==> config.mk <==
export PLATFORM = sky130hd
export DESIGN_NAME = kwdog_top
export DESIGN_NICKNAME = d
export VERILOG_FILES = /design/src/rtl/kwdog_pkg.sv /design/src/rtl/kwdog_keydec.sv /design/src/rtl/kwdog_ctrl.sv /design/src/rtl/kwdog_counter.sv /design/src/rtl/kwdog_expiry.sv /design/src/rtl/kwdog_top.sv
export SDC_FILE = /design/constraint.sdc
export NUM_CORES = 1
export LEC_CHECK = 0
export BUFFER_PORTS_ARGS = -buffer_cell sky130_fd_sc_hd__buf_2
export CAP_MARGIN = 0
export CORE_UTILIZATION = 52
export DETAILED_ROUTE_END_ITERATION = 8
export PLACE_DENSITY = 0.95
export SYNTH_ARGS = -nofsm -noshare
export SYNTH_HDL_FRONTEND = slang
export SYNTH_SLANG_ARGS = --single-unit
export TNS_END_PERCENT = 20
==> constraint.sdc <==
create_clock -name clk -period 6.2 [get_ports clk]
set_input_delay 1.24 -clock clk [delete_from_list [all_inputs] [get_ports clk]]
set_output_delay 1.24 -clock clk [all_outputs]
set_load 0.01 [all_outputs]
==> src/rtl/kwdog_pkg.sv <==
package kwdog_pkg;

   localparam logic [15:0] KEY_HALT  = 16'h3877;
   localparam logic [15:0] KEY_RUN   = 16'h4A4B;
   localparam logic [15:0] KEY_ACK   = 16'h7482;
   localparam logic [15:0] KEY_OPEN  = 16'hAB00;
   localparam logic [15:0] KEY_SEAL  = 16'hAB01;
   localparam logic [15:0] KEY_FILL  = 16'hDEAF;

   typedef enum logic [2:0] {
      CMD_NONE,
      CMD_HALT,
      CMD_RUN,
      CMD_OPEN,
      CMD_SEAL,
      CMD_ACK,
      CMD_FILL
   } kw_cmd_e;

endpackage

==> src/rtl/kwdog_keydec.sv <==
module kwdog_keydec
   import kwdog_pkg::*;
#(
   parameter int  DATA_W = 32,
   parameter bit  STRICT = 1'b1
) (
   input  logic              wr_stb,
   input  logic [DATA_W-1:0] wdata,
   output kw_cmd_e           cmd
);

   localparam int KEY_W = 16;

   logic upper_ok;

   generate
      if (STRICT && (DATA_W > KEY_W)) begin : g_strict
         assign upper_ok = (wdata[DATA_W-1:KEY_W] == '0);
      end else begin : g_loose
         assign upper_ok = 1'b1;
      end
   endgenerate

   always_comb begin
      cmd = CMD_NONE;
      if (wr_stb && upper_ok) begin
         case (wdata[KEY_W-1:0])
            KEY_HALT: cmd = CMD_HALT;
            KEY_RUN:  cmd = CMD_RUN;
            KEY_OPEN: cmd = CMD_OPEN;
            KEY_SEAL: cmd = CMD_SEAL;
            KEY_ACK:  cmd = CMD_ACK;
            KEY_FILL: cmd = CMD_FILL;
            default:  cmd = CMD_NONE;
         endcase
      end
   end

endmodule

==> src/rtl/kwdog_ctrl.sv <==
module kwdog_ctrl
   import kwdog_pkg::*;
(
   input  logic    clk,
   input  logic    rst,
   input  kw_cmd_e cmd,
   output logic    run_q,
   output logic    lock_q
);

   always_ff @(posedge clk) begin
      if (rst) begin
         run_q  <= 1'b0;
         lock_q <= 1'b1;
      end else begin
         case (cmd)
            CMD_HALT: run_q  <= 1'b0;
            CMD_RUN:  run_q  <= 1'b1;
            CMD_OPEN: lock_q <= 1'b0;
            CMD_SEAL: lock_q <= 1'b1;
            default: ;
         endcase
      end
   end

endmodule

==> src/rtl/kwdog_counter.sv <==
module kwdog_counter #(
   parameter int CNT_W  = 20,
   parameter int VIEW_W = 16
) (
   input  logic              clk,
   input  logic              rst,
   input  logic              run,
   input  logic              tick_en,
   input  logic              load_en,
   input  logic [VIEW_W-1:0] load_val,
   input  logic              fill,
   output logic [CNT_W-1:0]  cnt_q,
   output logic              expire
);

   localparam int SHIFT = CNT_W - VIEW_W;

   logic [CNT_W-1:0] ceiling;
   logic [CNT_W-1:0] load_word;

   generate
      if (SHIFT == 0) begin : g_flat
         assign ceiling   = '1;
         assign load_word = load_val;
      end else begin : g_shift
         assign ceiling   = {{VIEW_W{1'b1}}, {SHIFT{1'b0}}};
         assign load_word = {load_val, {SHIFT{1'b0}}};
      end
   endgenerate

   logic step;
   assign step   = run && tick_en && (cnt_q != '0) && !load_en && !fill;
   assign expire = step && (cnt_q == CNT_W'(1));

   always_ff @(posedge clk) begin
      if (rst)          cnt_q <= ceiling;
      else if (fill)    cnt_q <= ceiling;
      else if (load_en) cnt_q <= load_word;
      else if (step)    cnt_q <= cnt_q - CNT_W'(1);
   end

endmodule

==> src/rtl/kwdog_expiry.sv <==
module kwdog_expiry (
   input  logic clk,
   input  logic rst,
   input  logic expire,
   input  logic ack,
   output logic irq,
   output logic rst_req
);

   always_ff @(posedge clk) begin
      if (rst) begin
         irq     <= 1'b0;
         rst_req <= 1'b0;
      end else begin
         rst_req <= expire;
         if (expire)   irq <= 1'b1;
         else if (ack) irq <= 1'b0;
      end
   end

endmodule

==> src/rtl/kwdog_top.sv <==
module kwdog_top
   import kwdog_pkg::*;
#(
   parameter int CNT_W   = 20,
   parameter int VIEW_W  = 16,
   parameter int DATA_W  = 32,
   parameter int ADDR_W  = 8,
   parameter bit STRICT  = 1'b1,
   parameter logic [ADDR_W-1:0] CMD_OFS = 'h00,
   parameter logic [ADDR_W-1:0] CNT_OFS = 'h04
) (
   input  logic              clk,
   input  logic              rst,
   input  logic              tick_en,
   input  logic              req_valid,
   input  logic              req_write,
   input  logic [ADDR_W-1:0] req_addr,
   input  logic [DATA_W-1:0] req_wdata,
   output logic [DATA_W-1:0] rd_data,
   output logic              irq,
   output logic              rst_req
);

   generate
      if (VIEW_W > CNT_W) begin : g_bad_view
         $error("kwdog_top: VIEW_W must not exceed CNT_W");
      end
      if (DATA_W < VIEW_W || VIEW_W < 16) begin : g_bad_data
         $error("kwdog_top: DATA_W must hold the 16-bit keys and the count window");
      end
      if (CMD_OFS == CNT_OFS) begin : g_bad_map
         $error("kwdog_top: register offsets must differ");
      end
   endgenerate

   logic cmd_wr, cnt_wr, cnt_rd;
   assign cmd_wr = req_valid && req_write  && (req_addr == CMD_OFS);
   assign cnt_wr = req_valid && req_write  && (req_addr == CNT_OFS);
   assign cnt_rd = req_valid && !req_write && (req_addr == CNT_OFS);

   kw_cmd_e          cmd;
   logic             run_q, lock_q;
   logic             cnt_load, fill, expire;
   logic [CNT_W-1:0] cnt_q;

   kwdog_keydec #(.DATA_W(DATA_W), .STRICT(STRICT)) u_dec (
      .wr_stb (cmd_wr),
      .wdata  (req_wdata),
      .cmd    (cmd)
   );

   kwdog_ctrl u_ctrl (
      .clk    (clk),
      .rst    (rst),
      .cmd    (cmd),
      .run_q  (run_q),
      .lock_q (lock_q)
   );

   assign cnt_load = cnt_wr && !lock_q;
   assign fill     = (cmd == CMD_FILL);

   kwdog_counter #(.CNT_W(CNT_W), .VIEW_W(VIEW_W)) u_cnt (
      .clk      (clk),
      .rst      (rst),
      .run      (run_q),
      .tick_en  (tick_en),
      .load_en  (cnt_load),
      .load_val (req_wdata[VIEW_W-1:0]),
      .fill     (fill),
      .cnt_q    (cnt_q),
      .expire   (expire)
   );

   kwdog_expiry u_exp (
      .clk     (clk),
      .rst     (rst),
      .expire  (expire),
      .ack     (cmd == CMD_ACK),
      .irq     (irq),
      .rst_req (rst_req)
   );

   assign rd_data = cnt_rd ? DATA_W'(cnt_q[CNT_W-1 -: VIEW_W]) : '0;

endmodule

==> results of run 1 <==
[how the worst max path moves through the flow]
stage                            from     endpoint  slack, ps  cells after the start
after floorplan           req_addr[1]  rd_data[10]       2520                      6
after global placement    req_addr[1]   rd_data[4]       2050                      7
final                     req_addr[1]   rd_data[4]       2010                      7
after global routing      req_addr[1]   rd_data[4]       1720                      7
after CTS                 req_addr[1]   rd_data[4]       1990                      7
after detailed placement  req_addr[1]   rd_data[4]       1990                      7
[placed cells by master, fill, tap and decap left out, types with 4 or more instances in the layout]
master and instances:
a21oi_1 15, and2_1 18, buf_2 62, conb_1 16, dfxtp_1 24, inv_1 5, nand2_1 16, nand3_1 14
nand4_1 7, nor2_1 16, nor3_1 4, nor4_1 6, o211ai_1 14, o21ai_0 6, o311ai_0 6, or3_1 4
or4_1 5
[through the flow]
stage / util / instances / instance area [sq um]
after floorplan: - / 248 / 1918
after global placement: 0.6268 / 334 / 2125
after detailed placement: 0.6268 / 334 / 2125
after CTS: 0.6375 / 338 / 2161
after global routing: 0.6375 / 338 / 2161
final: 0.6375 / 338 / 2161
[state kept, by name (all words and copies together), names as in the netlist]
| name | flops |
|---|---|
| u_exp.irq | 1 |
| u_exp.rst_req | 1 |
| u_ctrl.run_q | 1 |
| u_cnt.cnt_q | 20 |
| u_ctrl.lock_q | 1 |
[final cells by class]
type	instances	area, sq um
inverter	5	18.77
multi-input combinational	197	1257
fill	308	1229
timing repair buffer	62	310.3
clock buffer	4	36.28
sequential	24	480.5
tap	46	57.56
[per-layer routing]
layer | part of all wire | wire length (microns)
met5 | 0 | 0
met4 | 0.0083 | 39
met3 | 0.060 | 282
met2 | 0.48 | 2223
met1 | 0.46 | 2131
[where the power goes]
group            switching, uW  total, uW  leakage, uW  internal [uW]
clock network             50.1       86.1    0.0000210           35.9
registers      0.0000000000419        154     0.000194            154
logic                     22.5       37.6     0.000690           15.1
total                     72.6        278     0.000905            205
[cell families (layout without fill, tap and decap cells)]
kind of cell    after synthesis  in the layout  share of synthesized area
compound gates               55             55                     0.2097
buf+inv                      27             71                    0.09677
other cells                   1             16                   0.002014
mux                           2              2                    0.01075
fa+ha+maj                     3              3                    0.02016
flops                        24             24                     0.2581
simple gates                118            118                     0.3885
xor+xnor                      3              3                    0.01412
[worst max-delay path, cell delays in order]
cell     delay [ps]
buf_2           100
nor4b_1         430
and2_1          210
nand2_1          60
nor2_1          530
and2_2          250
buf_2           130
==> run_results.csv, run 1 <==
group,metric,value,unit
sta,whs,482.4,ps
worst_setup_path,cp-start-kind,"input pin",
grt,grtUsageMet2,0.3932,
clock_tree,cts_sinks,24,
floorplan,fp.dieW,61.84,microns
floorplan,core_area,0.003390,sq mm
sta,tns,0,ps
grt,met1_usage,0.3208,
hold_path,hold_class,"reg2reg",
clock_tree,cts_resized,0,
placed_design,portBuffers,62,
sta,rsz0062_at_grt,"false",
grt,grt_pass1_wl,6982,microns
hold_path,hold_start,"u_ctrl.run_q",
sta,relSlewSlack,0.5188,
grt,gr-total-overflow,0,
power_and_ir_drop,powerDensity,128.6,mW/mm^2
power_and_ir_drop,p_leak,0.0009052,uW
route,vias_per_cell,5.920,
power_and_ir_drop,irDropWorstVdd,0.09987,mV
sta,setup_viol,0,
sta,post-route-min-period,4193,ps
worst_setup_path,cp-end-kind,"primary output",
synth,synth.most_common_cell,"dfxtp_1",
route,drc,0,
worst_setup_path,cp.arrival,2950,ps
synth,synth_common_cells,"dfxtp_1 (24), and2_1 (18), buf_4 (16), nand2_1 (16), nor2_1 (16)",
synth,synthArstFlopShare,0,
clock_tree,clock_latency,330,ps
route,drt-initial-drc-count,322,
synth,synth_sequential_area_ratio,0.2581,
clock_tree,h-tree-depth,1,
sta,layout_worst_path_cycle_share,0.6762,
floorplan,num_rows,21,
hold_path,min_to,"u_ctrl.run_q",
cells_and_area,post_route_cells_drive_above_1_share,0.2774,
clock_tree,numCtsBuffers,3,
route,post_drt_wl_per_cell,13.83,microns
placed_design,gp_congestion,0.9626,
synth,synth.distinct_cells,55,
worst_setup_path,cp_max_fo,16,
synth,postSynthAreaPerCell,7.990,sq um
sta,slew_violations,0,
run,maxCapViolCount,0,
run_status,status,"finished clean",
floorplan,die_area,0.003824,sq mm
synth,synth_area_leaders,"dfxtp_1 (26%), buf_4 (6.5%), and2_1 (6.0%)",
clock_tree,cts_setup_buffers,0,
placed_design,place_ws,1995,ps
synth,synth_ff_type,"dfxtp_1",
grt,grt_max_degree,20,
synth,synth_top_area_cell,"dfxtp_1",
worst_setup_path,crit_type,"in2out",
hold_path,whs_path_depth,2,
synth,ys_ff_latch,24,
clock_tree,holdBufCountCts,0,
sta,finalWorstSetupSlack,2007,ps
floorplan,initial_core_util,0.5493,
grt,grt.busiest_layer,"met2",
grt,grt_pass1_vias,1623,
worst_setup_path,crit_required,4960,ps
clock_tree,cts_max_path_buffers,2,
cells_and_area,area_growth,16.06,%
route,route.vias.total,2001,
grt,antenna_found_initial,0,
route,dr.pass1.iters,5,
worst_setup_path,rr_endpoint,"u_cnt.cnt_q[10]",
clock_tree,cts-root-buf,"clkbuf_4",
power_and_ir_drop,power,277.9,uW
worst_setup_path,reg2reg_depth,7,
sta,fmax,0.2385,GHz
worst_setup_path,timing.rr.start,"u_ctrl.lock_q",
sta,final-hold-violation-count,0,
cells_and_area,nets,341,
synth,synth_area,0.001862,sq mm
worst_setup_path,r2r_setup_slack,3620,ps
synth,synth_edf_count,0,
route,antenna_left,0,
sta,finClkSkew,11.74,ps
synth,yosysWarnings,0,
placed_design,hpwl,3632,microns
clock_tree,path_clk_slew,140,ps
floorplan,die_y,61.84,microns
synth,synth_cells,233,
synth,post-synth-top-area-fraction,0.2581,
grt,track_usage,0.2413,
sta,tightest_slew,717.5,ps
floorplan,pin_count,79,
cells_and_area,num_antenna_cells,0,
route,wl,4676,microns
grt,grtUsageMet3,0.05590,
clock_tree,cts_tree,"yes",
(Power assumes the default switching activity.)
==> run 2, diff against run 1 <==
Settings changed: CORE_UTILIZATION 52 to 48, PLACE_DENSITY 0.95 to 0.9.
Clock period 6.2 ns to 4.4 ns, I/O delays scaled along.
==> run_results.csv, run 2 (synthesis gave the netlist of run 1 again) <==
group,metric,value,unit
worst_setup_path,crit_path_frequent_cell,"buf_2",
cells_and_area,nets,341,
power_and_ir_drop,irDropWorstVdd,0.1454,mV
grt,grt_pass1_wl,8004,microns
cells_and_area,fill_cells,330,
worst_setup_path,cp.arrival,2690,ps
cells_and_area,num_antenna_cells,0,
clock_tree,cts_tree,"yes",
clock_tree,cts_setup_buffers,0,
worst_setup_path,cp-end-kind,"primary output",
cells_and_area,layout_common_cells,"buf_2 (62), dfxtp_1 (24), and2_1 (18)",
route,antenna_left,0,
route,drt-initial-drc-count,224,
worst_setup_path,timing.rr.start,"u_ctrl.lock_q",
cells_and_area,top_register,"u_cnt.cnt_q",
worst_setup_path,crit_required,3520,ps
clock_tree,path_clk_slew,80,ps
clock_tree,h-tree-depth,1,
sta,relSlewSlack,0.4154,
worst_setup_path,cp-start-kind,"input pin",
floorplan,die_area,0.004132,sq mm
worst_setup_path,critPathTopFamily,"simple AND/OR/NAND/NOR gates",
floorplan,initial_core_util,0.5047,
grt,grt_max_degree,20,
cells_and_area,largest_reg_flops,20,
placed_design,portBuffers,62,
run_status,status,"finished clean",
cells_and_area,post_route_cells_drive_above_1_share,0.2774,
floorplan,pin_count,79,
clock_tree,clock_latency,260,ps
worst_setup_path,crit_chain,"buf_2, nor4b_1, and2_1, nand2_1, nor2_1, and2_2, buf_2",
cells_and_area,final_util,0.5916,
worst_setup_path,crit_type,"in2out",
clock_tree,cts_sinks,24,
floorplan,core_area,0.003689,sq mm
route,post_drt_wl_per_cell,13.71,microns
power_and_ir_drop,p_leak,0.0009129,uW
worst_setup_path,rr_endpoint,"u_cnt.cnt_q[10]",
worst_setup_path,slowest_stage,"nor2_1",
sta,tightest_slew,873.7,ps
worst_setup_path,critical_path.max_stage_delay,660,ps
clock_tree,cts_max_path_buffers,2,
clock_tree,cts_resized,0,
worst_setup_path,r2r_setup_slack,1890,ps
grt,antenna_found_initial,0,
cells_and_area,area_growth,17.20,%
worst_setup_path,path_buf_inv,2,
cells_and_area,mostFrequentLayoutCell,"buf_2",
clock_tree,holdBufCountCts,0,
sta,tns,0,ps
hold_path,whs_path_depth,2,
floorplan,fp.dieW,64.28,microns
placed_design,gp_congestion,0.8767,
grt,gr-total-overflow,0,
sta,slew_violations,0,
grt,track_usage,0.2364,
hold_path,hold_class,"reg2reg",
sta,rsz0062_at_grt,"false",
hold_path,min_to,"u_ctrl.run_q",
hold_path,hold_start,"u_ctrl.run_q",
grt,grt_pass1_vias,1782,
sta,fmax,0.2801,GHz
run,maxCapViolCount,0,
clock_tree,cts-root-buf,"clkbuf_8",
route,vias_per_cell,5.915,
power_and_ir_drop,powerDensity,192.6,mW/mm^2
floorplan,die_y,64.28,microns
sta,finClkSkew,2.931,ps
clock_tree,numCtsBuffers,3,
sta,whs,469.2,ps
route,route.vias.total,2011,
sta,setup_viol,0,
placed_design,hpwl,3627,microns
worst_setup_path,cp_max_fo,16,
route,dr.pass1.iters,4,
floorplan,num_rows,22,
sta,final-hold-violation-count,0,
route,wl,4660,microns
route,drc,0,
sta,layout_worst_path_cycle_share,0.8113,
worst_setup_path,setup.worst_path.start,"req_addr[1]",
worst_setup_path,reg2reg_depth,7,
sta,post-route-min-period,3570,ps
[run 2: cell count changes in the layout (fill, tap and decap cells not counted)]
cell,delta
clkbuf_4,-3
clkbuf_8,+3
[run 2: stage by stage]
stage | total power, uW | std cells | setup slack [ps] | area, sq um
floorplan | 252.8 | 248 | 1437 | 1918
global placement | 272.4 | 336 | 911.5 | 2127
detailed placement | 273.5 | 336 | 826.5 | 2127
CTS | 420.5 | 340 | 824.8 | 2182
global route | 436.6 | 340 | 601.7 | 2182
finish | 420.3 | 340 | 830.3 | 2182
[run 2: routing by layer]
| layer | wire length [microns] | share of wire | up-vias | GRT usage |
|---|---|---|---|---|
| met3 | 365 | 0.078 | 8 | 0.03393 |
| met2 | 2189 | 0.47 | 86 | 0.3829 |
| li1 | - | - | 981 | - |
| met5 | 0 | 0 | - | 0 |
| met4 | 57 | 0.012 | 0 | 0.08611 |
| met1 | 2047 | 0.44 | 936 | 0.3153 |
[run 2: worst max path at each step]
stage                             end  slack (ps)  depth (start not counted)
final                      rd_data[4]         830                          7
after global routing       rd_data[4]         600                          7
after CTS                  rd_data[4]         820                          7
after detailed placement   rd_data[4]         830                          7
after global placement     rd_data[4]         910                          7
after floorplan           rd_data[10]        1440                          6
[run 2: power by group]
part	switching [uW]	internal, uW	leakage [uW]	total [uW]
Combinational	31.7	21.3	0.000690	52.9
Sequential	0.0000000000599	217	0.000194	217
Clock	70.5	79.9	0.0000288	150
[run 2: final cells by class]
type / count / area, sq um / area share
multi-input cells: 197 / 1257 / 0.5763
well taps: 48 / 60.06 / 0.02752
flip-flops and latches: 24 / 480.5 / 0.2202
repair buffers: 62 / 310.3 / 0.1422
inverters: 5 / 18.77 / 0.008601
clock buffers: 4 / 55.05 / 0.02523
[run 2: tightest hold or removal path, stage by stage, from the launching register on]
cell,delay [ps]
dfxtp_1,330
nand2_1,50
a21oi_1,50
